## src/rtl/irq_res_pkg.sv

```systemverilog
package irq_res_pkg;

    typedef enum logic [1:0] {
        MODE_NESTED   = 2'd0,
        MODE_ROTATE   = 2'd1,
        MODE_SPECIFIC = 2'd2,
        MODE_ALIAS    = 2'd3
    } prio_mode_e;

    typedef enum logic [1:0] {
        ST_IDLE   = 2'd0,
        ST_ASSERT = 2'd1,
        ST_GRANT  = 2'd2
    } ack_state_e;

    localparam logic [1:0] ADDR_MODE_IRR = 2'd0;
    localparam logic [1:0] ADDR_MASK     = 2'd1;
    localparam logic [1:0] ADDR_LOW_ISR  = 2'd2;
    localparam logic [1:0] ADDR_EOI_CFG  = 2'd3;

endpackage

```

## src/rtl/irq_rank_pick.sv

```systemverilog
module irq_rank_pick #(
    parameter int N = 8,
    parameter int W = 3
) (
    input  logic [N-1:0] vec,
    input  logic [W-1:0] low,
    output logic         hit,
    output logic [W-1:0] idx,
    output logic [W-1:0] rank
);

    // Rank k = 0 is the level just above the bottom level; rank N-1 is the bottom.
    // Scanning from the least urgent rank down leaves the most urgent hit standing.
    always_comb begin
        logic [W-1:0] pos;
        hit  = 1'b0;
        idx  = '0;
        rank = '0;
        pos  = '0;
        for (int k = N - 1; k >= 0; k--) begin
            pos = low + W'(1) + W'(k);
            if (vec[pos]) begin
                hit  = 1'b1;
                idx  = pos;
                rank = W'(k);
            end
        end
    end

endmodule

```

## src/rtl/irq_res_regs.sv

```systemverilog
module irq_res_regs
    import irq_res_pkg::*;
#(
    parameter int N = 8,
    parameter int W = 3
) (
    input  logic         clk,
    input  logic         rst_n,
    input  logic [N-1:0] irq_in,
    input  logic         reg_wr,
    input  logic [1:0]   reg_addr,
    input  logic [N-1:0] reg_wdata,
    input  logic         grant_fire,
    input  logic [W-1:0] grant_idx,
    input  logic         isr_hit,
    input  logic [W-1:0] isr_top,
    output logic [N-1:0] irr_q,
    output logic [N-1:0] imr_q,
    output logic [N-1:0] isr_q,
    output logic [W-1:0] eff_low,
    output logic [N-1:0] reg_rdata
);

    localparam int CFG_W = 2 + W;

    prio_mode_e   mode_q;
    logic [W-1:0] low_q;
    logic         eoi_fire;
    logic [N-1:0] grant_vec;
    logic [N-1:0] eoi_vec;

    assign eoi_fire  = reg_wr && (reg_addr == ADDR_EOI_CFG);
    assign grant_vec = grant_fire ? (N'(1) << grant_idx) : '0;
    assign eoi_vec   = (eoi_fire && isr_hit) ? (N'(1) << isr_top) : '0;

    always_comb begin
        unique case (mode_q)
            MODE_ROTATE, MODE_SPECIFIC: eff_low = low_q;
            default:                    eff_low = W'(N - 1);
        endcase
    end

    always_ff @(posedge clk) begin
        if (!rst_n) begin
            irr_q  <= '0;
            imr_q  <= '0;
            isr_q  <= '0;
            mode_q <= MODE_NESTED;
            low_q  <= W'(N - 1);
        end else begin
            irr_q <= (irr_q | irq_in) & ~grant_vec;
            isr_q <= (isr_q & ~eoi_vec) | grant_vec;
            if (reg_wr) begin
                unique case (reg_addr)
                    ADDR_MODE_IRR: mode_q <= prio_mode_e'(reg_wdata[1:0]);
                    ADDR_MASK:     imr_q  <= reg_wdata;
                    ADDR_LOW_ISR:  low_q  <= reg_wdata[W-1:0];
                    ADDR_EOI_CFG: begin
                        if (isr_hit && mode_q == MODE_ROTATE) begin
                            low_q <= isr_top;
                        end
                    end
                    default: ;
                endcase
            end
        end
    end

    always_comb begin
        unique case (reg_addr)
            ADDR_MODE_IRR: reg_rdata = irr_q;
            ADDR_MASK:     reg_rdata = imr_q;
            ADDR_LOW_ISR:  reg_rdata = isr_q;
            default:       reg_rdata = N'({mode_q, low_q});
        endcase
    end


    grant_sets_isr_chk: assert property (@(posedge clk) disable iff (!rst_n)
        grant_fire |=> isr_q[$past(grant_idx)]);


    grant_clears_irr_chk: assert property (@(posedge clk) disable iff (!rst_n)
        grant_fire |=> !irr_q[$past(grant_idx)]);


    eoi_drops_one_chk: assert property (@(posedge clk) disable iff (!rst_n)
        (eoi_fire && isr_hit && !grant_fire) |=>
            ($countones(isr_q) == $countones($past(isr_q)) - 1));


    rotate_moves_low_chk: assert property (@(posedge clk) disable iff (!rst_n)
        (eoi_fire && isr_hit && mode_q == MODE_ROTATE) |=> (low_q == $past(isr_top)));


    pending_sticky_chk: assert property (@(posedge clk) disable iff (!rst_n)
        (irr_q[0] && !(grant_fire && grant_idx == '0)) |=> irr_q[0]);

endmodule

```

## src/rtl/irq_res_fsm.sv

```systemverilog
module irq_res_fsm
    import irq_res_pkg::*;
#(
    parameter int W = 3
) (
    input  logic         clk,
    input  logic         rst_n,
    input  logic         want,
    input  logic         inta,
    input  logic [W-1:0] win_idx,
    output logic         int_req,
    output logic         ack_valid,
    output logic [W-1:0] ack_level,
    output logic         grant_fire,
    output logic [W-1:0] grant_idx
);

    ack_state_e   state_q;
    ack_state_e   state_n;
    logic [W-1:0] level_q;

    always_ff @(posedge clk) begin
        if (!rst_n) begin
            state_q <= ST_IDLE;
            level_q <= '0;
        end else begin
            state_q <= state_n;
            if (grant_fire) begin
                level_q <= win_idx;
            end
        end
    end

    always_comb begin
        state_n = state_q;
        unique case (state_q)
            ST_IDLE: begin
                if (want) state_n = ST_ASSERT;
            end
            ST_ASSERT: begin
                if (inta && want) state_n = ST_GRANT;
                else if (!want)   state_n = ST_IDLE;
            end
            ST_GRANT: state_n = ST_IDLE;
            default:  state_n = ST_IDLE;
        endcase
    end

    always_comb begin
        int_req    = (state_q == ST_ASSERT);
        ack_valid  = (state_q == ST_GRANT);
        ack_level  = level_q;
        grant_fire = (state_q == ST_ASSERT) && inta && want;
        grant_idx  = win_idx;
    end


    idle_to_assert_chk: assert property (@(posedge clk) disable iff (!rst_n)
        (state_q == ST_IDLE && want) |=> int_req);


    inta_grants_chk: assert property (@(posedge clk) disable iff (!rst_n)
        (int_req && inta && want) |=> (ack_valid && ack_level == $past(win_idx)));


    ack_one_shot_chk: assert property (@(posedge clk) disable iff (!rst_n)
        ack_valid |=> !ack_valid);


    lost_request_chk: assert property (@(posedge clk) disable iff (!rst_n)
        (int_req && !want) |=> !int_req);

endmodule

```

## src/rtl/irq_res_top.sv

```systemverilog
module irq_res_top
    import irq_res_pkg::*;
#(
    parameter int N = 8,
    parameter int W = $clog2(N)
) (
    input  logic         clk,
    input  logic         rst_n,
    input  logic [N-1:0] irq_in,
    input  logic         reg_wr,
    input  logic [1:0]   reg_addr,
    input  logic [N-1:0] reg_wdata,
    output logic [N-1:0] reg_rdata,
    output logic         int_req,
    input  logic         inta,
    output logic         ack_valid,
    output logic [W-1:0] ack_level
);

    logic [N-1:0] irr_q;
    logic [N-1:0] imr_q;
    logic [N-1:0] isr_q;
    logic [N-1:0] cand;
    logic [W-1:0] eff_low;
    logic         req_hit;
    logic [W-1:0] req_idx;
    logic [W-1:0] req_rank;
    logic         isr_hit;
    logic [W-1:0] isr_top;
    logic [W-1:0] isr_rank;
    logic         want;
    logic         grant_fire;
    logic [W-1:0] grant_idx;

    assign cand = irr_q & ~imr_q;

    irq_rank_pick #(.N(N), .W(W)) u_req_pick (
        .vec  (cand),
        .low  (eff_low),
        .hit  (req_hit),
        .idx  (req_idx),
        .rank (req_rank)
    );

    irq_rank_pick #(.N(N), .W(W)) u_isr_pick (
        .vec  (isr_q),
        .low  (eff_low),
        .hit  (isr_hit),
        .idx  (isr_top),
        .rank (isr_rank)
    );

    assign want = req_hit && (!isr_hit || (req_rank < isr_rank));

    irq_res_regs #(.N(N), .W(W)) u_regs (
        .clk        (clk),
        .rst_n      (rst_n),
        .irq_in     (irq_in),
        .reg_wr     (reg_wr),
        .reg_addr   (reg_addr),
        .reg_wdata  (reg_wdata),
        .grant_fire (grant_fire),
        .grant_idx  (grant_idx),
        .isr_hit    (isr_hit),
        .isr_top    (isr_top),
        .irr_q      (irr_q),
        .imr_q      (imr_q),
        .isr_q      (isr_q),
        .eff_low    (eff_low),
        .reg_rdata  (reg_rdata)
    );

    irq_res_fsm #(.W(W)) u_fsm (
        .clk        (clk),
        .rst_n      (rst_n),
        .want       (want),
        .inta       (inta),
        .win_idx    (req_idx),
        .int_req    (int_req),
        .ack_valid  (ack_valid),
        .ack_level  (ack_level),
        .grant_fire (grant_fire),
        .grant_idx  (grant_idx)
    );


    masked_never_granted_chk: assert property (@(posedge clk) disable iff (!rst_n)
        grant_fire |-> !imr_q[grant_idx]);


    grant_outranks_service_chk: assert property (@(posedge clk) disable iff (!rst_n)
        grant_fire |-> !(isr_hit && isr_rank <= req_rank));

endmodule

```

## config.mk

```make
export PLATFORM = sky130hd
export DESIGN_NAME = irq_res_top
export DESIGN_NICKNAME = d
export VERILOG_FILES = /design/src/rtl/irq_res_pkg.sv /design/src/rtl/irq_rank_pick.sv /design/src/rtl/irq_res_regs.sv /design/src/rtl/irq_res_fsm.sv /design/src/rtl/irq_res_top.sv
export SDC_FILE = /design/constraint.sdc
export NUM_CORES = 1
export LEC_CHECK = 0
export ABC_AREA = 1
export CORE_MARGIN = 8
export CORE_UTILIZATION = 35
export CTS_CLUSTER_DIAMETER = 120
export CTS_CLUSTER_SIZE = 25
export DETAILED_ROUTE_END_ITERATION = 8
export PLACE_DENSITY = 0.51
export SYNTH_ARGS = -nofsm -noshare
export SYNTH_HDL_FRONTEND = slang
export SYNTH_SLANG_ARGS = --single-unit
```

## constraint.sdc

```tcl
create_clock -name clk -period 5.1 [get_ports clk]
set_clock_uncertainty 0.2 [all_clocks]
set_input_delay 0.765 -clock clk [delete_from_list [all_inputs] [get_ports clk]]
set_output_delay 0.765 -clock clk [all_outputs]
set_load 0.05 [all_outputs]
```

==> impl_metrics.tcl <==
set metrics [dict create \
    rows 33 \
    cts_num_sinks 34 \
    clock.fmax_mhz 218 \
    post-route-min-period_ns 4.59 \
    wl_um 10200 \
    syn_area_per_cell_um2 5.39 \
    grt_pass1_wl_um 16800 \
    setup_viol 0 \
    cp_max_fo 21 \
    cts_resized 0 \
    ys_seq_elements 34 \
    worstPathArrival_ns 4.58 \
    die_x_um 108 \
    routed_via_density 5.13 \
    area_growth_pct 17.4 \
    power.internal_uw 538 \
    postCtsSetupBuffers 0 \
    clkPwrFrac_pct 21.9 \
    grt_pass1_vias 3265 \
    endpoint_kind "flip-flop" \
    drv_slew 0 \
    nNetsFinal 599 \
    synth_area_mm2 0.00293 \
    crit_required_ns 5.09 \
    first_iter_violations 211 \
    start_util_pct 35.9 \
    timing_hold_violations_final 0 \
    seq_power_share_pct 31.0 \
    p_switching_uw 447 \
    vias 3486 \
    clk_pin_slew_ns 0.08 \
    grt.overflow.total 0 \
    antenna_cells 0 \
    ant_nets 0 \
    hold_path.class "flip-flop to flip-flop" \
    synth_fp_nets 570 \
    holdBufCountCts 0 \
    fin_crit_sh_pct 90.1 \
    cts_buffer_depth 2 \
    syn_inst 544 \
    cpMaxStageDelayCell "ha_1" \
    drc 0 \
    ir_drop_uv 163 \
    clock_latency_ns 0.29 \
    ys_seq_area_share_pct 23.2 \
    gp_congestion 0.886 \
    leakage_nw 1.61 \
    fin_util_pct 42.1 \
    cts_buffers 5 \
    dieArea_mm2 0.0116 \
    root_buffer "clkbuf_8" \
    antenna_found_initial 0 \
    comb_power_share_pct 47.1 \
    place_area_mm2 0.00335 \
    crit_type "flip-flop to flip-flop" \
    fin_area_mm2 0.00345 \
    htree_levels 2 \
    fp.dieH_um 108 \
    wl_per_cell_um 15.0 \
    numPortBuffers 34 \
    cp_slowest_stage_delay_ns 0.67 \
    cap_violations 0 \
    layout_commonest_cell "nand2_1" \
    tritoncts "built" \
    cp_cell_sequence "inv_1, ha_1, inv_2, nand2_2, ha_1, inv_1, nand3_1, nand2_1, nand2_1, nand2_2, a21oi_1, inv_1, nor3_1, nor2_1, ha_1, a21oi_1, nand2_1, nand2_2, nand4_1, nor2_1, nor2_1" \
    drive_above_1_share_pct 4.53 \
    cp-start-kind "flip-flop" \
    drt_first_pass_iters 5 \
    status "completed" \
    yosys_warnings 0 \
    slew_headroom_pct 47.8 \
    worst_slew_pin_slew_ns 0.781 \
    path_buf_inv 4 \
    yosysUniqueCellTypes 28 \
    fin_tns_setup_ns 0 \
    crit_family "simple AND/OR/NAND/NOR gates" \
    grt_max_degree 24 \
    ioPinCount 35 \
    dp_hpwl_um 8420 \
    powerDensity_mw_per_mm2 286 \
    final_cell_mix "nand2_1, inv_1, nor2_1, nand3_1, a21oi_1" \
    core_area_mm2 0.00818 \
    netSwitchingFraction_pct 45.4 \
    rsz0062_at_grt "false" \
    grt_util_all_layers_pct 18.1 \
]
==> power groups by stage <==
stage | clock, mW | combinational, mW | sequential [mW]
floorplan | 0 | 0.328 | 0.314
global placement | 0 | 0.466 | 0.311
detailed placement | 0 | 0.460 | 0.311
CTS | 0.222 | 0.462 | 0.305
global route | 0.231 | 0.523 | 0.308
finish | 0.216 | 0.464 | 0.305
==> layout make-up <==
class	count	area (um^2)
clock buffer	6	82.6
clock inverter	2	12.5
fill	905	4730
inverter	60	225
multi-input combinational	436	1960
sequential	34	681
tap	105	131
timing repair buffer	36	355
==> synthesized netlist by cell type <==
cell	count	share of area (%)
buf_4	1	0.26
buf_1	1	0.13
or2_1	2	0.43
o21ai_1	6	1.0
buf_2	5	0.85
a21oi_1	43	7.3
nor2_1	49	6.3
nand2b_1	1	0.21
inv_1	55	7.0
a211oi_1	1	0.26
nor3_1	1	0.17
nor2_2	3	0.64
and2_1	2	0.43
clkbuf_1	6	0.77
o221ai_1	2	0.60
nand2_2	7	1.5
o22ai_1	5	1.1
ha_1	4	1.7
a21boi_0	1	0.26
o21ai_0	28	4.8
o21ai_2	1	0.30
buf_6	1	0.38
nand2_1	213	27
inv_2	5	0.64
o211ai_1	7	1.8
nand4_1	12	2.6
dfxtp_1	34	23
nand3_1	48	8.2
==> metrics by stage <==
stage	total power, mW	cells	setup WS (ns)	hold slack [ns]
floorplan	0.642	544	1.51	0.233
global placement	0.777	671	0.605	0.257
detailed placement	0.771	671	0.541	0.255
CTS	0.988	679	0.528	0.267
global route	1.06	679	0.0203	0.282
finish	0.985	679	0.507	0.266
==> registers in the layout, indices dropped and copies added (netlist names) <==
name             flops
u_regs.low_q         3
u_regs.mode_q        2
u_fsm.state_q        2
u_regs.imr_q         8
u_fsm.ack_level      3
u_regs.irr_q         8
u_regs.isr_q         8
==> cell families after synthesis <==
group | after synthesis | share of synthesized area (%)
AND/OR/NAND/NOR | 338 | 47.6
adder cells (fa/ha/maj) | 4 | 1.71
AO/OA/AOI/OAI | 94 | 17.4
flip-flops | 34 | 23.2
buffers and inverters | 74 | 10.1
==> worst paths after layout <==
check	startpoint	end	slack, ns	depth (start not counted)
min reg2reg	u_fsm.state_q[0]	u_fsm.state_q[0]	0.27	1
min	u_fsm.state_q[0]	u_fsm.state_q[0]	0.27	1
max reg2reg	u_regs.mode_q[1]	u_regs.irr_q[4]	0.51	21
max	u_regs.mode_q[1]	u_regs.irr_q[4]	0.51	21
==> routing by layer <==
metal,vias to the layer above,track usage [%],part of all wire (%)
met5,-,0,0
met4,0,5.45,2.3
met3,17,3.47,6.1
met2,114,28.2,43
met1,1546,24.6,49
li1,1809,-,-
==> worst register-to-register path: cells and delay by family, from the launching register on <==
family | cells | cell delay [ns]
and+or+nand+nor | 12 | 1.79
AOI/OAI and AO/OA | 2 | 0.28
buffers and inverters | 4 | 0.59
adders and majority gates | 3 | 1.33
DFF | 1 | 0.31
No activity file was read; power rests on OpenSTA's default activity.
